### src/rtl/wdog_pkg.sv
// Package: shared sizes and defaults for the watchdog recovery block.
// Assumes: the frequency codes are 5 bits and the count is 8 bits wide.
package wdog_pkg;
    localparam int CNT_W_DEF   = 8;
    localparam int FS_W_DEF    = 5;
    localparam int DEF_TMO_DEF = 8;
    localparam int RST_TKS_DEF = 1;

    // Host request decoded for the counter
    typedef enum logic [1:0] {
        HOST_NONE,
        HOST_START,
        HOST_STOP,
        HOST_LOAD
    } host_op_e;
endpackage

### src/rtl/wdog_ctrl.sv
// Module: wdog_ctrl
// Holds the programmed timeout, the live count, the running state and the
// sticky timeout flag. It flags expiry for one cycle, combinationally, on the
// tick that ends the count.
// Assumes: a host write and a tick in the same cycle give the write priority.
module wdog_ctrl
    import wdog_pkg::*;
#(
    parameter int CNT_W   = CNT_W_DEF,
    parameter int DEF_TMO = DEF_TMO_DEF
) (
    input  logic             clk,
    input  logic             rst_n,
    input  logic             strap_wd_en,
    input  logic             tick,
    input  logic             wr_en_stb,
    input  logic             wr_en_val,
    input  logic             wr_tmo_stb,
    input  logic [CNT_W-1:0] wr_tmo_val,
    output logic [CNT_W-1:0] count,
    output logic             running,
    output logic             tmo_flag,
    output logic             expire
);
    localparam logic [CNT_W-1:0] RST_VAL = CNT_W'(DEF_TMO);
    localparam logic [CNT_W-1:0] ONE     = CNT_W'(1);

    logic [CNT_W-1:0] tmo_cfg;
    host_op_e         op;

    // Decode the host access; the enable write takes precedence over the timeout write
    always_comb begin
        if (wr_en_stb)       op = wr_en_val ? HOST_START : HOST_STOP;
        else if (wr_tmo_stb) op = HOST_LOAD;
        else                 op = HOST_NONE;
    end

    // Expiry: a tick reaching zero with no host access in the same cycle
    always_comb expire = tick && running && (count <= ONE) && (op == HOST_NONE);

    // Programmed timeout register
    always_ff @(posedge clk) begin
        if (!rst_n)          tmo_cfg <= RST_VAL;
        else if (wr_tmo_stb) tmo_cfg <= wr_tmo_val;
    end

    // Live count, running state and sticky flag
    always_ff @(posedge clk) begin
        if (!rst_n) begin
            count    <= RST_VAL;
            running  <= strap_wd_en;
            tmo_flag <= 1'b0;
        end else begin
            unique case (op)
                HOST_START: begin
                    count    <= wr_tmo_stb ? wr_tmo_val : tmo_cfg;
                    running  <= 1'b1;
                    tmo_flag <= 1'b0;
                end
                HOST_STOP: begin
                    running <= 1'b0;
                    if (wr_tmo_stb) count <= wr_tmo_val;
                end
                HOST_LOAD: count <= wr_tmo_val;
                default: begin
                    if (expire) begin
                        count    <= '0;
                        running  <= 1'b0;
                        tmo_flag <= 1'b1;
                    end else if (tick && running) begin
                        count <= count - ONE;
                    end
                end
            endcase
        end
    end
endmodule

### src/rtl/wdog_rstgen.sv
// Module: wdog_rstgen
// Drives the open-drain reset pull for RST_TICKS tick periods after expiry.
// Assumes: expiry arrives on a tick cycle, so the hold starts with full periods.
module wdog_rstgen #(
    parameter int RST_TICKS = 1
) (
    input  logic clk,
    input  logic rst_n,
    input  logic tick,
    input  logic expire,
    output logic pull_n
);
    localparam int PW = $clog2(RST_TICKS + 1);
    localparam logic [PW-1:0] LOAD = PW'(RST_TICKS);

    logic [PW-1:0] left;

    // Load the hold length on expiry and count it down on ticks
    always_ff @(posedge clk) begin
        if (!rst_n)                       left <= '0;
        else if (expire)                  left <= LOAD;
        else if (tick && left != '0)      left <= left - PW'(1);
    end

    // Pull the line low while the hold is active
    always_comb pull_n = (left == '0);
endmodule

### src/rtl/wdog_recover_sel.sv
// Module: wdog_recover_sel
// Registers a one-cycle recovery request and picks the frequency code to reload.
// Assumes: safe_en, safe_code and strap_fs are steady at the expiring tick.
module wdog_recover_sel #(
    parameter int FS_W = 5
) (
    input  logic            clk,
    input  logic            rst_n,
    input  logic            expire,
    input  logic            safe_en,
    input  logic [FS_W-1:0] safe_code,
    input  logic [FS_W-1:0] strap_fs,
    output logic            recover_pulse,
    output logic [FS_W-1:0] recover_code
);
    // Capture the request and its code on expiry
    always_ff @(posedge clk) begin
        if (!rst_n) begin
            recover_pulse <= 1'b0;
            recover_code  <= '0;
        end else begin
            recover_pulse <= expire;
            if (expire) recover_code <= safe_en ? safe_code : strap_fs;
        end
    end
endmodule

### src/rtl/wdog_recover.sv
// Module: wdog_recover (top)
// A watchdog that counts down in tick units and, on expiry, sets a sticky
// flag, pulls the system reset low and requests a frequency recovery.
// Assumes: tick is one cycle wide and is generated elsewhere.
module wdog_recover
    import wdog_pkg::*;
#(
    parameter int CNT_W     = CNT_W_DEF,
    parameter int FS_W      = FS_W_DEF,
    parameter int DEF_TMO   = DEF_TMO_DEF,
    parameter int RST_TICKS = RST_TKS_DEF
) (
    input  logic             clk,
    input  logic             rst_n,
    input  logic             strap_wd_en,
    input  logic [FS_W-1:0]  strap_fs,
    input  logic             tick,
    input  logic             wr_en_stb,
    input  logic             wr_en_val,
    input  logic             wr_tmo_stb,
    input  logic [CNT_W-1:0] wr_tmo_val,
    input  logic             safe_en,
    input  logic [FS_W-1:0]  safe_code,
    output logic [CNT_W-1:0] count,
    output logic             running,
    output logic             tmo_flag,
    output logic             sys_rst_pull_n,
    output logic             recover_pulse,
    output logic [FS_W-1:0]  recover_code
);
    logic expire;

    wdog_ctrl #(.CNT_W(CNT_W), .DEF_TMO(DEF_TMO)) u_ctrl (
        .clk(clk), .rst_n(rst_n), .strap_wd_en(strap_wd_en), .tick(tick),
        .wr_en_stb(wr_en_stb), .wr_en_val(wr_en_val),
        .wr_tmo_stb(wr_tmo_stb), .wr_tmo_val(wr_tmo_val),
        .count(count), .running(running), .tmo_flag(tmo_flag), .expire(expire)
    );

    wdog_rstgen #(.RST_TICKS(RST_TICKS)) u_rst (
        .clk(clk), .rst_n(rst_n), .tick(tick), .expire(expire),
        .pull_n(sys_rst_pull_n)
    );

    wdog_recover_sel #(.FS_W(FS_W)) u_sel (
        .clk(clk), .rst_n(rst_n), .expire(expire), .safe_en(safe_en),
        .safe_code(safe_code), .strap_fs(strap_fs),
        .recover_pulse(recover_pulse), .recover_code(recover_code)
    );
endmodule

### config.mk
export PLATFORM = sky130hd
export DESIGN_NAME = wdog_recover
export DESIGN_NICKNAME = d
export VERILOG_FILES = /design/src/rtl/wdog_pkg.sv /design/src/rtl/wdog_ctrl.sv /design/src/rtl/wdog_rstgen.sv /design/src/rtl/wdog_recover_sel.sv /design/src/rtl/wdog_recover.sv
export SDC_FILE = /design/constraint.sdc
export NUM_CORES = 1
export LEC_CHECK = 0
export BUFFER_PORTS_ARGS = -buffer_cell sky130_fd_sc_hd__buf_2
export CAP_MARGIN = 20
export CORE_UTILIZATION = 42
export DETAILED_ROUTE_END_ITERATION = 10
export GPL_ROUTABILITY_DRIVEN = 0
export GPL_TIMING_DRIVEN = 1
export PLACE_DENSITY = 0.67
export SETUP_SLACK_MARGIN = 0.1
export SLEW_MARGIN = 10
export SYNTH_ARGS = -nofsm -noshare
export SYNTH_HDL_FRONTEND = slang
export SYNTH_SLANG_ARGS = --single-unit
export TNS_END_PERCENT = 1
### constraint.sdc
create_clock -name clk -period 5.01 [get_ports clk]
set_clock_uncertainty 0.05 [all_clocks]
set_input_delay 0.2505 -clock clk [delete_from_list [all_inputs] [get_ports clk]]
set_output_delay 0.2505 -clock clk [all_outputs]
set_load 0.05 [all_outputs]
Yosys cells after proc, flatten, opt, wreduce, memory -nomap -nowiden --
Index checks and enable logic that the tools add are counted.
Word-level totals: input port bits 26, word-level logic and storage cells 46, output and inout port bits 17, register bits 25
Operators by class: add/sub/neg operators 2, eq/ne operators 6, bitwise operators 2, muxes and demuxes 16, reductions and logical operators 12, order comparisons 1
Operators by type and width (count):
- two-way mux 8 bit | 4
- case mux 8 bit (3 select lines) | 1
- less-or-equal comparator 8 x 1 -> 1 bit, second input constant | 1
- subtractor 8 x 1 -> 8 bit, second input constant | 1
- two-way mux 2 bit | 3
- AND reduction 2 bit | 3
- two-way mux 1 bit | 5
- two-way mux 5 bit | 1
- nonzero test 5 bit | 1
- equality test 2 bit, second input constant | 2
- logical AND 1 bit | 4
- != test 2 bit, second input constant | 2
- != test 4 x 1 -> 1 bit, second input constant | 1
- nonzero test 2 bit | 2
- case mux 1 bit (3 select lines) | 1
- equality test 2 x 1 -> 1 bit, second input constant | 1
- zero test 2 bit | 1
- inverter 1 bit | 2
- case mux 1 bit (2 select lines) | 1
- OR reduction 2 bit | 1
- subtractor 1 bit, second input constant | 1

Depth between registers and ports, before layout --
Gate-level depths: netlist of run 1.
depth after elaboration 7, depth in mapped cells 11

Cells and area by module --
Synthesis of run 1 repeated with hierarchy kept, for this count alone.
Unflattened totals: cells, all modules 162, area, all modules 1426.4 um^2
Modules (own cells, without submodules):
- wdog_ctrl | cells an instance 134, instances 1, area each 1146.1 um^2, seq. area each 370.4 um^2
- wdog_recover_sel | cells an instance 24, instances 1, area each 242.7 um^2, seq. area each 120.1 um^2
- wdog_rstgen | cells an instance 4, instances 1, area each 37.5 um^2, seq. area each 20.0 um^2

Worst setup path before layout of run 1 --
OpenSTA, ideal clock, no wires.
path kind input to register, start point in wr_tmo_stb, end point reg u_ctrl.count[3], path slack 2.692 ns, arrival time 2.148 ns, cell stages on the path 10, cell sequence buf_2 > or2_1 > nand2_1 > ha_1 > nand4b_1 > nor4b_4 > nand2b_1 > buf_4 > o21ai_2 > a211o_1
Between the ends: cells in the longest elaborated chain, start to end 6, elaborated cells on any way between the ends 13, those cells by class 4 x eq/ne; 5 x mux; 4 x reduce/logical
RTL lines:
- from (decl) | line wdog_recover.sv:20 | input logic wr_tmo_stb,
- two-way mux 2 bit | line wdog_ctrl.sv:34 | else if (wr_tmo_stb) op = HOST_LOAD;
- two-way mux 2 bit | line wdog_ctrl.sv:33 | if (wr_en_stb) op = wr_en_val ? HOST_START : HOST_STOP;
- zero test 2 bit | line wdog_ctrl.sv:39 | always_comb expire = tick && running && (count <= ONE) && (op == HOST_NONE);
- logical AND 1 bit | line wdog_ctrl.sv:39
- two-way mux 8 bit or nonzero test 5 bit (tied branches)
- case mux 8 bit (3 select lines) or AND reduction 2 bit (tied branches)
- to (signal assigned) | line wdog_ctrl.sv:56 | count <= wr_tmo_stb ? wr_tmo_val : tmo_cfg;
- to (signal assigned) | line wdog_ctrl.sv:64 | HOST_LOAD: count <= wr_tmo_val;
- to (signal assigned) | line wdog_ctrl.sv:71 | count <= count - ONE;
- to (decl) | line wdog_ctrl.sv:20 | output logic [CNT_W-1:0] count,
Parallel ways exist; a longest one is shown, timed or not. A chain may end at the register's enable or synchronous reset.

Worst setup path in the final report of run 1 --
Ends and elaborated chain as after synthesis.

==> impl_metrics.py, run 1 <==
metrics = {
    "outcome": {
        "outcome": "finished, final reports clean",
    },
    "worst_setup_path": {
        "reg2reg_from": "u_ctrl.count[4]$_SDFFE_PN0P_",
        "path_max_fanout": 16,
        "slowest_stage": "nor4b_4",
        "crit_path_cell_trace": "buf_2, or2_1, nand2_1, ha_1, nand4b_1, nor4b_4, nand2b_1, o21ai_2, a211o_1",
        "r2r_cells": 5,
        "startpoint_type": "primary input",
        "cp.arrival_ps": 2810,
        "slowest_delay_ps": 690,
        "path_class": "in -> reg",
        "cp.required_ps": 5180,
        "reg2reg_slack_ps": 2500,
        "end_kind": "register",
        "reg2reg_to": "u_ctrl.count[3]$_SDFFE_PN1P_",
    },
    "grt": {
        "antenna_found_initial": 0,
        "grt_util_met1": 0.250,
        "track_usage": 0.190,
        "grt_max_degree": 28,
        "grt_pass1_wl_um": 5140,
        "grt_busiest_layer": "met2",
        "grt_pass1_vias": 1162,
        "grtUsageMet3": 0.0433,
        "grt_overflow": 0,
        "met2_usage": 0.310,
    },
    "place": {
        "place_hpwl_um": 2420,
        "portBuffers": 42,
        "place_ws_ps": 2040,
    },
    "yosys": {
        "synth_edf_count": 1,
        "postSynthCellCount": 155,
        "ys_seq_area_frac": 0.362,
        "postSynth.asyncResetShare": 0,
        "yosysTopAreaCell": "dfxtp_1",
        "synth_area_leaders": "dfxtp_1 (34%), mux2i_1 (8.5%), ha_1 (6.2%)",
        "syn_area_per_cell_um2": 9.11,
        "synth.most_common_cell": "dfxtp_1",
        "syn_area_um2": 1410,
        "synth_top_area_share": 0.340,
        "synth_common_cells": "dfxtp_1 (24), mux2i_1 (12), nand2_1 (12)",
        "synth_warnings": 0,
        "ys_types": 41,
        "synth_flop_cell": "dfxtp_1",
        "ys_ff_latch": 25,
        "syn_nets": 188,
    },
    "route": {
        "dr.pass1.iters": 4,
        "vias_per_cell": 5.40,
        "wl_per_cell_um": 13.6,
        "postRouteWirelength_um": 3210,
        "via_count": 1279,
        "route.detailed.drc": 0,
        "ant_nets": 0,
        "first_iter_violations": 49,
    },
    "finish": {
        "final_layout_size_suffix_gt1_frac": 0.259,
        "syn_to_final_growth_pct": 18.2,
        "fin_nets": 227,
        "fill_cells": 312,
        "n_antenna_cell": 0,
    },
    "clock_network": {
        "clock_path_buffers": 2,
        "clk_latency_ps": 310,
        "cts_buffers": 3,
        "holdBufCountCts": 0,
        "h-tree-depth": 1,
        "clk_pin_slew_ps": 130,
        "cts_sinks": 25,
        "postCtsSetupRepairBufs": 0,
        "clock-root-buffer": "clkbuf_4",
        "cts_resized": 0,
        "tritoncts": "built",
    },
    "pwr": {
        "power.density_nw_per_um2": 283,
        "p_leak_uw": 0.000806,
        "power_uw": 472,
        "vdd_ir_drop_max_mv": 0.177,
    },
    "timing": {
        "post-route-min-period_ps": 2640,
        "hold_viol_final": 0,
        "setup_viol": 0,
        "fin_crit_sh": 0.526,
        "finalSetupTns_ps": 0,
        "slew_violations": 0,
        "maxSlewHeadroom": 0.491,
        "rsz0062_at_grt": "false",
        "final.setup.worst_slack_ps": 2370,
        "fmax_mhz": 379,
        "tightest_slew_ps": 760,
    },
    "floorplan": {
        "initial_core_util": 0.451,
        "die-area_um2": 3600,
        "coreArea_um2": 3130,
        "core.rowCount": 20,
        "pin_count": 43,
        "die_h_um": 60.0,
        "die_w_um": 60.0,
    },
    "worst_hold_path": {
        "min-delay-start": "wr_tmo_val[3]",
        "hold_end": "u_ctrl.tmo_cfg[3]$_SDFF_PN1_",
        "hp-class": "in -> reg",
        "hold_depth": 3,
    },
    "flow_run": {
        "maxCapViolCount": 0,
    },
}
==> layout make-up <==
cell class / count / area [um2] / area share
multi-input combinational: 112 / 828 / 0.497
sequential: 25 / 510 / 0.306
timing repair buffer: 42 / 210 / 0.126
tap: 44 / 55.1 / 0.0330
inverter: 10 / 37.5 / 0.0225
clock buffer: 4 / 26.3 / 0.0158
==> routing by layer <==
| metal | share of wire | up-vias |
|---|---|---|
| met1 | 0.46 | 607 |
| met4 | 0.010 | 0 |
| met2 | 0.49 | 29 |
| met3 | 0.035 | 4 |
| li1 | - | 639 |
| met5 | 0 | - |
==> worst max-delay path by stage <==
stage | startpoint | to | cells after the start
6_report | wr_tmo_stb | u_ctrl.count[3]$_SDFFE_PN1P_ | 9
5_1_grt | wr_tmo_stb | u_ctrl.count[4]$_SDFFE_PN0P_ | 9
4_1_cts | wr_tmo_stb | u_ctrl.count[3]$_SDFFE_PN1P_ | 9
3_5_place_dp | wr_tmo_stb | u_ctrl.count[3]$_SDFFE_PN1P_ | 9
3_3_place_gp | wr_tmo_stb | u_ctrl.count[3]$_SDFFE_PN1P_ | 9
2_1_floorplan | wr_tmo_stb | u_ctrl.count[3]$_SDFFE_PN1P_ | 10
==> where the power goes <==
group / switching [uW] / internal, uW / leakage (uW)
sequential: 13.4 / 214 / 0.000207
clock: 58.1 / 31.1 / 0.0000150
combinational: 99.5 / 56.3 / 0.000584
total: 171 / 302 / 0.000806
==> placed cells by master (no fill, tap or decap), types with 2 or more instances in the layout <==
master	n
o21ai_1	6
o211a_1	5
clkbuf_4	3
a211o_1	2
a21oi_1	6
a32o_1	3
nor3b_1	2
o32ai_1	2
or4_1	2
o21a_1	3
and2_1	3
o31ai_1	2
nand2b_1	2
buf_2	42
nand2_1	12
nor3_1	3
nor2_1	6
or2_1	2
nor2b_1	9
dfxtp_1	24
o22ai_1	2
ha_1	7
inv_1	9
a22oi_1	5
o21ai_0	3
nand4b_1	2
mux2i_1	12
==> kinds of logic (layout without fill, tap and decap cells) <==
logic type | after synthesis | count (layout) | synth area share
buffers and inverters | 18 | 56 | 0.0514
AOI/OAI and AO/OA | 45 | 45 | 0.231
DFF | 25 | 25 | 0.362
and+or+nand+nor | 46 | 46 | 0.192
adders and majority gates | 7 | 7 | 0.0621
muxes | 14 | 14 | 0.101
==> state kept, by name (all words and copies together) (netlist names) <==
register and flops:
u_sel.recover_pulse 1, u_ctrl.tmo_cfg 8, u_ctrl.running 1, u_sel.recover_code 5, u_ctrl.count 8, u_ctrl.tmo_flag 1
u_rst.left 1
==> per-stage QoR <==
stage,instance area [um2],hold WS (ps),instances,util
floorplan,1410,329,155,-
detailed placement,1640,408,233,0.525
finish,1670,123,237,0.533
global placement,1640,410,233,0.525
CTS,1670,107,237,0.533
global route,1670,108,237,0.533
==> critical path, delay by kind of cell <==
kind,cells,cell delay [ps]
compound gates,2,410
fa+ha+maj,1,190
buf+inv,1,200
simple gates,5,1760
Power figures use the tool's default switching activity.
==> run 2, diff against run 1 <==
Clock period 5.01 ns to 2.6 ns, I/O delays scaled along.
==> impl_metrics.py, run 2 (synthesis results as in run 1) <==
metrics = {
    "timing": {
        "slew_violations": 0,
        "fin_crit_sh": 0.794,
        "post-route-min-period_ps": 2070,
        "tightest_slew_ps": 513,
        "final.setup.worst_slack_ps": 535,
        "hold_viol_final": 0,
        "rsz0062_at_grt": "false",
        "fmax_mhz": 484,
        "finalSetupTns_ps": 0,
        "setup_viol": 0,
        "maxSlewHeadroom": 0.656,
    },
    "clock_network": {
        "clock_path_buffers": 2,
        "h-tree-depth": 1,
        "clk_pin_slew_ps": 130,
        "tritoncts": "built",
        "postCtsSetupRepairBufs": 0,
        "cts_resized": 0,
        "cts_buffers": 3,
        "cts_sinks": 25,
        "clk_latency_ps": 320,
        "clock-root-buffer": "clkbuf_4",
        "holdBufCountCts": 1,
    },
    "finish": {
        "register_area_um2": 510,
        "fin_nets": 230,
        "mostFrequentLayoutCells": "buf_2 (42), dfxtp_1 (24), nand2_1 (12), mux2i_1 (12)",
        "n_antenna_cell": 0,
        "top_regs": "u_ctrl.count: 8 flops, u_ctrl.tmo_cfg: 8 flops, u_sel.recover_code: 5 flops",
        "final_common_cell": "buf_2",
        "syn_to_final_growth_pct": 19.9,
        "multi_input_area_um2": 828,
        "fill_cells": 300,
        "final_layout_size_suffix_gt1_frac": 0.265,
    },
    "worst_hold_path": {
        "hp-class": "in -> reg",
    },
    "grt": {
        "antenna_found_initial": 0,
        "grt_pass1_wl_um": 5200,
        "grt_pass1_vias": 1177,
        "grt_overflow": 0,
        "grt_max_degree": 28,
        "track_usage": 0.194,
    },
    "pwr": {
        "p_switching_uw": 333,
        "switching_share": 0.363,
        "p_leak_uw": 0.000821,
        "combinationalPowerShare": 0.331,
        "vdd_ir_drop_max_mv": 0.284,
        "p_int_uw": 585,
        "power.density_nw_per_um2": 542,
        "seqPwrFrac": 0.478,
        "clock_power_share": 0.191,
    },
    "place": {
        "place_ws_ps": 219,
        "place_hpwl_um": 2480,
        "portBuffers": 42,
    },
    "floorplan": {
        "die_h_um": 60.0,
        "initial_core_util": 0.451,
        "die_w_um": 60.0,
        "core.rowCount": 20,
        "pin_count": 43,
        "coreArea_um2": 3130,
        "die-area_um2": 3600,
    },
    "worst_setup_path": {
        "startpoint_type": "primary input",
        "reg2reg_from": "u_ctrl.count[4]$_SDFFE_PN0P_",
        "reg2reg_slack_ps": 620,
        "path_class": "in -> reg",
        "path_max_fanout": 12,
        "cp.required_ps": 2820,
        "reg2reg_to": "u_ctrl.count[3]$_SDFFE_PN1P_",
        "end_kind": "register",
        "critPathCapture": "u_ctrl.count[5]$_SDFFE_PN0P_",
        "crit_path_start": "wr_tmo_stb",
        "r2r_cells": 5,
        "cp.arrival_ps": 2290,
    },
    "outcome": {
        "outcome": "finished, final reports clean",
    },
    "route": {
        "postRouteWirelength_um": 3250,
        "vias_per_cell": 5.44,
        "via_count": 1305,
        "wl_per_cell_um": 13.5,
        "dr.pass1.iters": 4,
        "ant_nets": 0,
        "route.detailed.drc": 0,
        "first_iter_violations": 32,
    },
    "flow_run": {
        "maxCapViolCount": 0,
    },
}
run 2: cell types whose count changed in the layout (fill, tap and decap cells not counted), sizes merged:
cell	before	now
buf	42	44
dlygate4sd3	0	1
run 2: stage by stage:
step,hold slack (ps),cell area [um2],std cells,power (uW),utilization
floorplan,208,1410,155,669,-
global placement,315,1660,235,739,0.530
detailed placement,319,1660,235,750,0.530
CTS,31.1,1690,240,927,0.541
global route,25.8,1690,240,972,0.541
finish,34.7,1690,240,918,0.541
run 2: worst min path at each step:
stage	startpoint	end	cells after the start
after floorplan	wr_tmo_val[3]	u_ctrl.tmo_cfg[3]$_SDFF_PN1_	2
after global placement	wr_tmo_val[3]	u_ctrl.tmo_cfg[3]$_SDFF_PN1_	3
after detailed placement	wr_tmo_val[3]	u_ctrl.tmo_cfg[3]$_SDFF_PN1_	3
after CTS	wr_tmo_val[4]	u_ctrl.tmo_cfg[4]$_SDFF_PN0_	3
after global routing	wr_tmo_val[6]	u_ctrl.tmo_cfg[6]$_SDFF_PN0_	3
final	wr_tmo_val[4]	u_ctrl.tmo_cfg[4]$_SDFF_PN0_	3
run 2: final cells by class:
type / instances / share of cell area
multi-input combinational: 112 / 0.489
timing repair buffer: 45 / 0.139
sequential: 25 / 0.302
inverter: 10 / 0.0222
clock buffer: 4 / 0.0155
tap: 44 / 0.0325
run 2: metal layers:
layer  GRT usage  share of wire  vias to the layer above  routed length (um)
met4      0.0698          0.015                        0                  50
met3      0.0390          0.038                        7                 123
met5           0              0                        -                   0
met1       0.249           0.47                      624                1520
li1            -              -                      649                   -
met2       0.321           0.48                       25                1560
run 2: critical path, cell delays in order:
cell,delay (ps)
buf_2,210
or2_1,290
nand2_1,180
inv_1,90
ha_1,290
a211o_1,110
o21ai_1,190
or4_1,510
a21oi_1,140
o21a_1,140
run 2: power groups by stage:
stage | clock network (uW) | logic (uW) | registers, uW
2_1_floorplan | 0 | 162 | 506
3_3_place_gp | 0 | 294 | 445
3_5_place_dp | 0 | 303 | 447
4_1_cts | 183 | 305 | 439
5_1_grt | 198 | 330 | 444
6_report | 176 | 303 | 439
